**src/rtl/tla_pkg.sv**
```systemverilog
`timescale 1ns/1ps
package tla_pkg;

  // slot-mask source select; only PSEL_SW chooses the software code
  typedef enum logic [1:0] {
    PSEL_TMR_A = 2'd0,
    PSEL_TMR_B = 2'd1,
    PSEL_SW    = 2'd2,
    PSEL_TMR_C = 2'd3
  } pre_sel_e;

  typedef enum logic {
    TSRC_TMR = 1'b0,
    TSRC_EXT = 1'b1
  } trig_src_e;

  typedef enum logic {
    ARB_IDLE = 1'b0,
    ARB_WAIT = 1'b1
  } arb_state_e;

  // true when software code 'code' addresses latched slot 'slot'
  function automatic logic sw_hits_slot(input int unsigned code,
                                        input int unsigned base,
                                        input int unsigned slot);
    return code == (base + slot);
  endfunction

  // index of the lowest set bit, 0 when none is set
  function automatic int unsigned lowest_one(input logic [31:0] v);
    int unsigned idx;
    idx = 0;
    for (int i = 31; i >= 0; i--) begin
      if (v[i]) idx = i;
    end
    return idx;
  endfunction

endpackage

```
**src/rtl/tla_edge_sync.sv**
```systemverilog
`timescale 1ns/1ps
module tla_edge_sync #(
  parameter int unsigned STAGES = 2
) (
  input  logic clk,
  input  logic rst_n,
  input  logic async_in,
  output logic rise_o
);
  logic [STAGES-1:0] chain_q;
  logic              last_q;

  always_ff @(posedge clk or negedge rst_n) begin
    if (!rst_n) begin
      chain_q <= '0;
      last_q  <= 1'b0;
    end else begin
      chain_q <= {chain_q[STAGES-2:0], async_in};
      last_q  <= chain_q[STAGES-1];
    end
  end

  assign rise_o = chain_q[STAGES-1] & ~last_q;
endmodule

```
**src/rtl/tla_req_form.sv**
```systemverilog
`timescale 1ns/1ps
module tla_req_form
  import tla_pkg::*;
#(
  parameter int unsigned NUM_SLOTS   = 8,
  parameter int unsigned LATCH_SLOTS = 4,
  parameter int unsigned SWP_W       = 3
) (
  input  logic [1:0]           pre_sel,
  input  logic [SWP_W-1:0]     sw_pre,
  input  logic [NUM_SLOTS-1:0] tmr_pre,
  input  logic                 trig_sel,
  input  logic                 tmr_trig,
  input  logic                 ext_rise,
  output logic                 evt_o,
  output logic [NUM_SLOTS-1:0] mask_o
);
  localparam int unsigned SWP_BASE = 2 ** (SWP_W - 1);

  logic [NUM_SLOTS-1:0] sw_mask;

  // software code reaches latched slots only
  for (genvar i = 0; i < NUM_SLOTS; i++) begin : g_sw
    if (i < LATCH_SLOTS) begin : g_lat
      assign sw_mask[i] = sw_hits_slot(32'(sw_pre), SWP_BASE, i);
    end else begin : g_dir
      assign sw_mask[i] = 1'b0;
    end
  end

  always_comb begin
    if (pre_sel_e'(pre_sel) == PSEL_SW) mask_o = sw_mask;
    else                                mask_o = tmr_pre;
  end

  assign evt_o = (trig_src_e'(trig_sel) == TSRC_EXT) ? ext_rise : tmr_trig;
endmodule

```
**src/rtl/tla_latch_arb.sv**
```systemverilog
`timescale 1ns/1ps
module tla_latch_arb
  import tla_pkg::*;
#(
  parameter int unsigned LATCH_SLOTS = 4,
  localparam int unsigned SLOT_W = (LATCH_SLOTS > 1) ? $clog2(LATCH_SLOTS) : 1
) (
  input  logic                   clk,
  input  logic                   rst_n,
  input  logic [LATCH_SLOTS-1:0] set_vec,
  input  logic                   conv_done,
  output logic                   conv_req,
  output logic [SLOT_W-1:0]      conv_slot,
  output logic [LATCH_SLOTS-1:0] pend_o,
  output logic                   busy_o,
  output logic                   issue_o,
  output logic [SLOT_W-1:0]      issue_slot_o
);
  arb_state_e             state_q;
  logic [LATCH_SLOTS-1:0] pend_q;
  logic [LATCH_SLOTS-1:0] clr_vec;

  assign busy_o       = (state_q == ARB_WAIT);
  assign issue_o      = !busy_o && (pend_q != '0);
  assign issue_slot_o = SLOT_W'(lowest_one(32'(pend_q)));

  // one latch per slot; a new event wins over the clear of the same slot
  for (genvar i = 0; i < LATCH_SLOTS; i++) begin : g_latch
    assign clr_vec[i] = issue_o && (issue_slot_o == SLOT_W'(i));
    always_ff @(posedge clk or negedge rst_n) begin
      if (!rst_n) pend_q[i] <= 1'b0;
      else        pend_q[i] <= set_vec[i] | (pend_q[i] & ~clr_vec[i]);
    end
  end

  always_ff @(posedge clk or negedge rst_n) begin
    if (!rst_n) begin
      state_q   <= ARB_IDLE;
      conv_req  <= 1'b0;
      conv_slot <= '0;
    end else begin
      conv_req <= issue_o;
      if (issue_o) conv_slot <= issue_slot_o;
      case (state_q)
        ARB_IDLE: if (issue_o)   state_q <= ARB_WAIT;
        ARB_WAIT: if (conv_done) state_q <= ARB_IDLE;
        default:                 state_q <= ARB_IDLE;
      endcase
    end
  end

  assign pend_o = pend_q;
endmodule

```
**src/rtl/trig_latch_arbiter.sv**
```systemverilog
`timescale 1ns/1ps
module trig_latch_arbiter #(
  parameter int unsigned NUM_SLOTS   = 8,
  parameter int unsigned LATCH_SLOTS = 4,
  parameter int unsigned SWP_W       = 3,
  parameter int unsigned SYNC_STAGES = 2,
  localparam int unsigned DIRECT_SLOTS = NUM_SLOTS - LATCH_SLOTS,
  localparam int unsigned SLOT_W = (LATCH_SLOTS > 1) ? $clog2(LATCH_SLOTS) : 1
) (
  input  logic                    clk,
  input  logic                    rst_n,
  input  logic [1:0]              pre_sel,
  input  logic [SWP_W-1:0]        sw_pre,
  input  logic [NUM_SLOTS-1:0]    tmr_pre,
  input  logic                    trig_sel,
  input  logic                    tmr_trig,
  input  logic                    ext_trig,
  input  logic                    conv_done,
  output logic                    conv_req,
  output logic [SLOT_W-1:0]       conv_slot,
  output logic [DIRECT_SLOTS-1:0] direct_trig
);
  // named internal events, also observed by the bound checker
  logic                    ext_rise;
  logic                    trig_evt;
  logic [NUM_SLOTS-1:0]    slot_mask;
  logic [LATCH_SLOTS-1:0]  set_vec;
  logic [LATCH_SLOTS-1:0]  pend_vec;
  logic                    arb_busy;
  logic                    arb_issue;
  logic [SLOT_W-1:0]       arb_slot;

  tla_edge_sync #(.STAGES(SYNC_STAGES)) i_edge (
    .clk(clk), .rst_n(rst_n), .async_in(ext_trig), .rise_o(ext_rise)
  );

  tla_req_form #(
    .NUM_SLOTS(NUM_SLOTS), .LATCH_SLOTS(LATCH_SLOTS), .SWP_W(SWP_W)
  ) i_form (
    .pre_sel(pre_sel), .sw_pre(sw_pre), .tmr_pre(tmr_pre),
    .trig_sel(trig_sel), .tmr_trig(tmr_trig), .ext_rise(ext_rise),
    .evt_o(trig_evt), .mask_o(slot_mask)
  );

  assign set_vec = trig_evt ? slot_mask[LATCH_SLOTS-1:0] : '0;

  tla_latch_arb #(.LATCH_SLOTS(LATCH_SLOTS)) i_arb (
    .clk(clk), .rst_n(rst_n), .set_vec(set_vec), .conv_done(conv_done),
    .conv_req(conv_req), .conv_slot(conv_slot), .pend_o(pend_vec),
    .busy_o(arb_busy), .issue_o(arb_issue), .issue_slot_o(arb_slot)
  );

  // upper slots skip the latches: one registered pulse per event
  always_ff @(posedge clk or negedge rst_n) begin
    if (!rst_n) direct_trig <= '0;
    else        direct_trig <= trig_evt ? slot_mask[NUM_SLOTS-1:LATCH_SLOTS] : '0;
  end
endmodule

```
**config.mk**
```make
export PLATFORM = sky130hd
export DESIGN_NAME = trig_latch_arbiter
export DESIGN_NICKNAME = d
export VERILOG_FILES = /design/src/rtl/tla_pkg.sv /design/src/rtl/tla_edge_sync.sv /design/src/rtl/tla_req_form.sv /design/src/rtl/tla_latch_arb.sv /design/src/rtl/trig_latch_arbiter.sv
export SDC_FILE = /design/constraint.sdc
export NUM_CORES = 1
export LEC_CHECK = 0
export BUFFER_PORTS_ARGS = -buffer_cell sky130_fd_sc_hd__buf_4
export CORE_MARGIN = 2
export CORE_UTILIZATION = 46
export DETAILED_ROUTE_END_ITERATION = 6
export GPL_TIMING_DRIVEN = 1
export HOLD_SLACK_MARGIN = 0.06
export PLACE_DENSITY = 0.76
export SLEW_MARGIN = 15
export SYNTH_ARGS = -nofsm -noshare
export SYNTH_HDL_FRONTEND = slang
export SYNTH_HIERARCHICAL = 1
export SYNTH_SLANG_ARGS = --single-unit
```
**constraint.sdc**
```tcl
create_clock -name clk -period 1.4 [get_ports clk]
set_input_delay 0.07 -clock clk [delete_from_list [all_inputs] [get_ports clk]]
set_output_delay 0.07 -clock clk [all_outputs]
set_load 0.1 [all_outputs]
```
==> metrics.md, run 1 <==
| Metric | Value |
|---|---|
| Status | finished clean |
| Residual DRC | 0 |
| First-pass GRT wire length | 2250 um |
| Flop pwr share | 42.0% |
| Syn Inst Count | 57 |
| Clock group share of total power | 18.7% |
| Final hold viol count | 0 |
| Vias/cell | 5.11 |
| Largest net degree at the start of global routing | 16 |
| Number of port buffers | 25 |
| Share of cells above drive strength 1 | 40.4% |
| DR pass1 iterations | 4 |
| H-tree Lvls | 1 |
| Initial antenna violation count | 0 |
| Setup slack after layout | 0.150 ns |
| Remaining global-route overflow | 0 |
| CP max stage delay | 0.39 ns |
| Filler cell count | 115 |
| Iteration-0 DRC Markers | 9 |
| Synth warnings | 6 |
| Max transition margin | 81.4% |
| WHS | 0.102 ns |
| ANT cells | 0 |
| Synthesis-to-finish area growth | 38.8% |
| Slew of the pin with the lowest slew margin | 0.282 ns |
| Design area | 931 sq um |
| Routed Antenna Nets | 0 |
| Final worst-path cycle share | 89.3% |
| Worst-path cell with the longest stage delay | dfrtp_1 |
| Hold Path Class | in2reg |
| Pre-CTS setup slack | 0.166 ns |
| Skew final | 0.00493 ns |
| Clock buffer count from CTS | 3 |
| Vias in the first global route | 566 |
| Multi-input gate area | 273 sq um |
| Placer Congestion | 0.675 |
| Clock Tree Buf Depth | 2 |
| TritonCTS clock tree | done |
| Fin Setup TNS | 0 ns |
| Max rail drop VDD | 565 uV |
| Max Cap Viol | 0 |
| DPL Wire Length | 1000 um |
| Combinational Power Share | 39.3% |
| Worst EP arrival | 1.44 ns |
| RSZ-0062 raised after global routing | no |
| Nets | 109 |
| Clock Pin Slew Worst Setup and Hold Paths | 0.09 ns |
| Area after DPL | 873 sq um |
| Setup crit start kind | flip-flop |
| Wire per inst | 12.9 um |
| Die width | 42.2 um |
| Syn Std Cell Area | 671 sq um |
| Final slew viol count | 0 |
| Worst-path fanout max | 8 |
| Clk Latency, worst-skew pair | 0.29 ns |
| Die area | 1780 sq um |
| Register Area | 375 sq um |
| Vias | 531 |
| Clk sinks | 15 |
| Post-Route WL | 1340 um |
| Post-Synthesis Net Count | 76 |
| Height of the die | 42.2 um |
| Leakage Power | 0.472 nW |
| Pwr per Cell Area | 1430 nW/um^2 |
| Post-route minimum period | 1.25 ns |
| Psw | 0.555 mW |
| Ports | 26 |
| Crit path cell chain | nor2b_4, mux2_2, and2_1, a21o_2 |
| All-Layer GR Usage | 17.3% |
| Placement Rows | 13 |
| Core ar. | 1330 sq um |
| Root Buffer | clkbuf_4 |
| Initial core utilization | 50.3% |
| Data required, critical path | 1.59 ns |
| CP endpoint kind | flip-flop |
| Net Sw Frac | 41.6% |
| Final setup viols | 0 |
| FMAX | 0.800 GHz |
| Power Internal | 0.780 mW |
| Critical path class | reg2reg |
| Post-CTS Resized | 0 |
| Synth Area per Inst | 11.8 sq um |
-- power by group through the flow --
stage               Clock (mW)  Combinational, mW  Sequential, mW
global route             0.273              0.557           0.573
CTS                      0.253              0.528           0.561
detailed placement           0              0.521           0.570
finish                   0.250              0.524           0.561
global placement             0              0.513           0.568
floorplan                    0              0.137           0.812
-- worst paths after layout --
check | startpoint | endpoint | slack, ns | cells after the start
max | i_edge/chain_q[1] | i_arb/pend_o[0] | 0.15 | 4
min | tmr_pre[4] | direct_trig[0] | 0.10 | 3
max reg2reg | i_edge/chain_q[1] | i_arb/pend_o[0] | 0.15 | 4
min reg2reg | i_edge/chain_q[0] | i_edge/chain_q[1] | 0.36 | 0
max in group asynchronous | rst_n | i_edge/last_q | 1.07 | 2
min in group asynchronous | rst_n | i_arb/conv_req | 0.16 | 2
-- worst max-delay path: cells and delay by family (launching register included) --
family / cells / cell delay [ns]
multiplexers: 1 / 0.31
flip-flops: 1 / 0.39
AO/OA/AOI/OAI: 1 / 0.18
AND/OR/NAND/NOR: 2 / 0.28
-- layer usage --
layer	vias to the layer above	global-route usage, %	share of wire (%)
met5	-	0	0
met4	0	15.6	6.3
met3	8	3.45	6.4
met2	30	28.9	47
met1	235	17.9	40
li1	258	-	-
-- cells in the final DEF, fill, tap and decap left out, drive strengths merged, types with 2 or more instances in the layout --
| cell | n |
|---|---|
| dlygate4sd3 | 3 |
| inv | 3 |
| a22o | 2 |
| clkbuf | 3 |
| dfrtp | 15 |
| nand2b | 2 |
| buf | 26 |
| nor2 | 4 |
| o2bb2ai | 2 |
| and2 | 12 |
| a21oi | 4 |
| a21o | 2 |
-- cell type report --
type                    count  share of cell area [%]
clock buffers               3                    2.42
inverters                   3                    1.21
well taps                  15                    2.02
repair buffers             29                    24.2
multi-input cells          38                    29.3
flip-flops and latches     15                    40.3
clock inverters             1                   0.538
-- sequential cells by signal, indices dropped and copies added, names as in the netlist --
signal           count
i_arb/pend_o         4
i_edge/last_q        1
direct_trig          4
i_arb/conv_slot      2
i_arb/busy_o         1
i_arb/conv_req       1
i_edge/chain_q       2
-- per-stage QoR --
step	power (mW)	cells	util [%]
after floorplan	0.949	57	-
after global placement	1.08	97	65.5
after detailed placement	1.09	97	65.5
after CTS	1.34	104	69.8
after global routing	1.40	104	69.8
final	1.34	104	69.8
-- what timing repair did --
action                    4_1_cts  5_1_grt
hold buffers                    3        0
setup buffers                   0        0
hold endpoints to repair       17        0
Note: power is estimated with default switching activity, not from simulation.
==> run 2, diff against run 1 <==
Settings changed: CORE_UTILIZATION 46 to 43, PLACE_DENSITY 0.76 to 0.71.
==> run 2 against run 1 <==
  * Worst setup slack got worse by 0.0052 ns
  * Critical path depth did not move
  * Sequential share of layout area unchanged
  * Non-clock buffer count stayed put
  * Clock power is 8.0% lower
  * Hold slack better by 0.0071 ns
  * Highest routed layer unchanged
  * Routed wire length decreased by 9.0%
  * Global-route usage is 1.6 points lower
  * Largest power group unchanged
  * Sequential power is essentially flat
==> metrics.md, run 2 (synthesized netlist as in run 1, its figures left out) <==
| Metric | Value |
|---|---|
| Status | finished clean |
| Die width | 43.5 um |
| CP delay by family, top | flip-flops |
| R2R Setup Slk | 0.15 ns |
| Most common library cell in the layout ignoring fill and taps | buf_4 |
| Initial core utilization | 45.0% |
| ANT cells | 0 |
| R2R Path End | i_arb/pend_o[0] |
| Tot Pwr | 1.32 mW |
| Max transition margin | 81.5% |
| H-tree Lvls | 1 |
| CP max stage delay | 0.39 ns |
| Most frequent cells in the layout | 26 x buf_4, 15 x dfrtp_1, 12 x and2_1 |
| Hold_sp | tmr_pre[7] |
| Final slew viol count | 0 |
| Pre-CTS setup slack | 0.155 ns |
| TritonCTS clock tree | done |
| Max rail drop VDD | 645 uV |
| Area after DPL | 875 sq um |
| CP endpoint kind | flip-flop |
| Die area | 1890 sq um |
| Post-Route WL | 1220 um |
| Share of cells above drive strength 1 | 39.3% |
| R2r startpoint | i_edge/chain_q[1] |
| DPL Wire Length | 952 um |
| Crit path cell chain | nor2b_4, mux2_2, and2_1, a21o_2 |
| DR pass1 iterations | 4 |
| Clock buffer count from CTS | 3 |
| Wire per inst | 11.6 um |
| Vias | 521 |
| Clk Latency, worst-skew pair | 0.27 ns |
| Iteration-0 DRC Markers | 11 |
| Multi-input gate area | 273 sq um |
| Final cell utilization of the core | 62.5% |
| Final hold viol count | 0 |
| Placer Congestion | 0.700 |
| Worst EP arrival | 1.42 ns |
| Data required, critical path | 1.57 ns |
| Ports | 26 |
| Nets | 109 |
| Setup crit start kind | flip-flop |
| Setup slack after layout | 0.145 ns |
| Core ar. | 1490 sq um |
| Register Area | 375 sq um |
| WHS Endpoint | direct_trig[3] |
| Number of port buffers | 25 |
| Hold Path Class | in2reg |
| RSZ-0062 raised after global routing | no |
| Crit path buf inv count | 0 |
| WHS Path Cells | 3 |
| Initial antenna violation count | 0 |
| Vias in the first global route | 532 |
| Post-CTS Setup Bufs | 0 |
| Pwr per Cell Area | 1420 nW/um^2 |
| Clk sinks | 15 |
| All-Layer GR Usage | 15.7% |
| Remaining global-route overflow | 0 |
| Design area | 931 sq um |
| Filler cell count | 129 |
| Leakage Power | 0.469 nW |
| Clock Tree Buf Depth | 2 |
| Reg2reg path depth | 4 |
| Worst-path cell with the longest stage delay | dfrtp_1 |
| Residual DRC | 0 |
| Height of the die | 43.5 um |
| Skew final | 0.00120 ns |
| Vias/cell | 4.96 |
| Post-route minimum period | 1.25 ns |
| Largest net degree at the start of global routing | 16 |
| Placement Rows | 14 |
| Final worst-path cycle share | 89.6% |
| Critical path class | reg2reg |
| Routed Antenna Nets | 0 |
| Synthesis-to-finish area growth | 38.8% |
| Clock Pin Slew Worst Setup and Hold Paths | 0.08 ns |
| Worst-path fanout max | 8 |
| Fin Setup TNS | 0 ns |
| Max Cap Viol | 0 |
| Root Buffer | clkbuf_4 |
| Final setup viols | 0 |
| First-pass GRT wire length | 2220 um |
| Slew of the pin with the lowest slew margin | 0.280 ns |
| FMAX | 0.797 GHz |
## run 2: worst max path at each step
stage / from / end / slack, ns / cells past startpoint
3_3_place_gp: i_edge/chain_q[1] / i_arb/pend_o[0] / 0.19 / 4
6_report: i_edge/chain_q[1] / i_arb/pend_o[0] / 0.15 / 4
2_1_floorplan: i_arb/conv_slot[0] / i_arb/conv_slot[0] / 0.07 / 2
3_5_place_dp: i_edge/chain_q[1] / i_arb/pend_o[0] / 0.16 / 4
5_1_grt: i_edge/chain_q[1] / i_arb/pend_o[0] / 0.06 / 4
4_1_cts: i_edge/chain_q[1] / i_arb/pend_o[0] / 0.13 / 4
## run 2: layout make-up
type,instances,share of cell area [%]
Clock buffer,4,2.82
Inverter,3,1.21
Multi-Input combinational cell,38,29.3
Sequential cell,15,40.3
Tap cell,16,2.15
Timing Repair Buffer,29,24.2
## run 2: layer usage
layer,vias to the layer above,track usage [%],routed length [um]
met2,26,28.1,649
met3,2,1.25,93
li1,259,-,-
met1,234,19.1,461
met4,0,7.27,12
met5,-,0,0
## run 2: metrics by stage
stage	hold WS, ns	cells
2_1_floorplan	-0.226	57
6_report	0.109	105
3_3_place_gp	-0.0714	98
4_1_cts	0.0990	105
5_1_grt	0.113	105
3_5_place_dp	-0.0711	98
## run 2: worst min-delay path: cells and delay by family
family | cells | cell delay [ns]
and+or+nand+nor | 2 | 0.20
buffers and inverters | 1 | 0.07
## run 2: what timing repair did
item,4_1_cts,5_1_grt
hold buffers,3,0
hold endpoints to repair,17,0
resized for setup,0,0
## run 2: where the power goes
group / total [mW] / switching (mW) / internal (mW)
combinational: 0.523 / 0.359 / 0.164
sequential: 0.564 / 0.0551 / 0.509
clock: 0.230 / 0.120 / 0.110
total: 1.32 / 0.534 / 0.784
==> run 3, diff against run 2 <==
Settings changed: ABC_AREA set to 1.
==> run 3 against run 2 <==
  * Maximum frequency is 11% higher
  * Cell area is 5.8% higher
  * Clock-buffer cell count is 1 lower
  * First-iteration DRC count is 36% lower
  * Via count is 22% higher
  * Cell count is 36% higher
  * Critical endpoint is now i_arb/pend_o[1]
  * Highest routed layer unchanged
==> metrics.md, run 3 <==
| Metric | Value |
|---|---|
| Status | finished clean |
| Post-Route WL | 1290 um |
| Flop pwr share | 37.7% |
| Pwr per Cell Area | 1680 nW/um^2 |
| FMAX | 0.883 GHz |
| Max rail drop VDD | 712 uV |
| Worst EP arrival | 1.34 ns |
| RSZ-0062 raised after global routing | no |
| Syn Std Cell Area | 724 sq um |
| DPL Wire Length | 1040 um |
| Vias/cell | 4.44 |
| Combinational Power Share | 47.9% |
| Crit path cell chain | nor2_2, nand2_1, o21ai_1, nand2_1, inv_1, o21bai_1 |
| Die area | 2030 sq um |
| Share of cells above drive strength 1 | 27.6% |
| Clock group share of total power | 14.4% |
| Leakage Power | 0.608 nW |
| Post-route minimum period | 1.13 ns |
| Clock Tree Buf Depth | 2 |
| Psw | 0.790 mW |
| TritonCTS clock tree | done |
| Residual DRC | 0 |
| Filler cell count | 150 |
| All-Layer GR Usage | 15.1% |
| Final worst-path cycle share | 80.9% |
| Most common library cell in the layout ignoring fill and taps | nand2_1 |
| Vias | 635 |
| Fin Setup TNS | 0 ns |
| Crit path launch | i_edge/last_q |
| Number of port buffers | 25 |
| Syn Inst Count | 96 |
| CP max stage delay | 0.39 ns |
| DR pass1 iterations | 4 |
| Most frequent cells in the layout | 27 x nand2_1, 26 x inv_1, 25 x buf_4 |
| Setup slack after layout | 0.267 ns |
| Area after DPL | 927 sq um |
| WHS Path Cells | 5 |
| Design area | 985 sq um |
| WHS Endpoint | direct_trig[0] |
| Hold_sp | tmr_pre[4] |
| Setup crit start kind | flip-flop |
| Synth warnings | 6 |
| R2R Setup Slk | 0.27 ns |
| Initial antenna violation count | 0 |
| Nets | 147 |
| Vias in the first global route | 592 |
| Cell with the most instances on the worst path | nand2_1 |
| Placer Congestion | 0.753 |
| Worst-path cell with the longest stage delay | dfrtp_1 |
| Max Cap Viol | 0 |
| Die width | 45.0 um |
| Initial core utilization | 47.0% |
| Skew final | 0.00182 ns |
| Power Internal | 0.863 mW |
| First-pass GRT wire length | 2230 um |
| Clk sinks | 15 |
| R2R Path End | i_arb/pend_o[1] |
| Wire per inst | 8.99 um |
| Clock Pin Slew Worst Setup and Hold Paths | 0.09 ns |
| CP endpoint kind | flip-flop |
| Routed Antenna Nets | 0 |
| Hold Path Class | in2reg |
| Final slew viol count | 0 |
| Height of the die | 45.0 um |
| Synth Area per Inst | 7.55 sq um |
| Root Buffer | clkbuf_4 |
| H-tree Lvls | 1 |
| Reg2reg path depth | 6 |
| Final cell utilization of the core | 63.9% |
| Post-Synthesis Net Count | 115 |
| Final setup viols | 0 |
| Iteration-0 DRC Markers | 7 |
| Clock buffer count from CTS | 3 |
| Synthesis-to-finish area growth | 35.9% |
| Worst-path fanout max | 8 |
| Remaining global-route overflow | 0 |
| Data required, critical path | 1.60 ns |
| Slew of the pin with the lowest slew margin | 0.523 ns |
| Ports | 26 |
| ANT cells | 0 |
| Placement Rows | 14 |
| Net Sw Frac | 47.8% |
| Final hold viol count | 0 |
| Max transition margin | 64.9% |
| Largest net degree at the start of global routing | 16 |
| Pre-CTS setup slack | 0.155 ns |
| R2r startpoint | i_edge/last_q |
| Clk Latency, worst-skew pair | 0.27 ns |
| Core ar. | 1540 sq um |
| Critical path class | reg2reg |
run 3: cell count changes in the layout (fill, tap and decap cells not counted), moves of 3 or more:
cell,before,now
nand2_1,0,27
inv_1,3,26
and2_1,12,0
o21ai_0,0,6
nand3_1,0,5
a21oi_1,4,1
nor2_2,0,3
run 3: area by class of cell:
type | count | area (sq um) | area share, %
multi-input cells | 54 | 246 | 25.0
clock inverters | 1 | 5.00 | 0.508
well taps | 16 | 20.0 | 2.03
clock buffers | 3 | 22.5 | 2.29
flip-flops and latches | 15 | 375 | 38.1
inverters | 26 | 97.6 | 9.91
repair buffers | 28 | 218 | 22.1
run 3: power groups by stage:
stage	logic, mW	registers (mW)	clock network (mW)
finish	0.792	0.622	0.239
global route	0.859	0.640	0.265
CTS	0.795	0.624	0.246
detailed placement	0.788	0.631	0
global placement	0.772	0.626	0
floorplan	0.266	0.956	0
run 3: how the worst max path moves through the flow:
stage | to | slack, ns | depth (start not counted)
3_3_place_gp | i_arb/pend_o[0] | 0.22 | 7
6_report | i_arb/pend_o[1] | 0.27 | 6
2_1_floorplan | i_arb/conv_slot[0] | 0.24 | 2
5_1_grt | i_arb/pend_o[1] | 0.09 | 7
3_5_place_dp | i_arb/pend_o[1] | 0.16 | 7
4_1_cts | i_arb/pend_o[1] | 0.14 | 7
run 3: worst max-delay path, delay by kind of cell (launching register included):
family / cells / cell delay, ns
AOI/OAI and AO/OA: 2 / 0.37
buffers and inverters: 1 / 0.06
DFF: 1 / 0.39
and+or+nand+nor: 3 / 0.24
run 3: per-layer routing:
metal	vias up	global-route usage, %	share of wire, %
li1	339	-	-
met5	-	0	0
met1	276	16.4	40
met2	18	28.0	53
met4	0	8.82	1.5
met3	2	1.20	4.8
run 3: timing repair:
item                                    4_1_cts  5_1_grt
resized for setup                             0        1
setup buffers                                 0        0
hold endpoints to repair                     17        0
endpoints found under the setup margin        0        2
hold buffers                                  3        0
run 3: stage by stage:
stage / instances / hold WS, ns / power [mW]
5_1_grt: 143 / 0.0956 / 1.76
4_1_cts: 143 / 0.0799 / 1.67
6_report: 143 / 0.0868 / 1.65
2_1_floorplan: 96 / -0.226 / 1.22
3_5_place_dp: 136 / -0.0687 / 1.42
3_3_place_gp: 136 / -0.0724 / 1.40
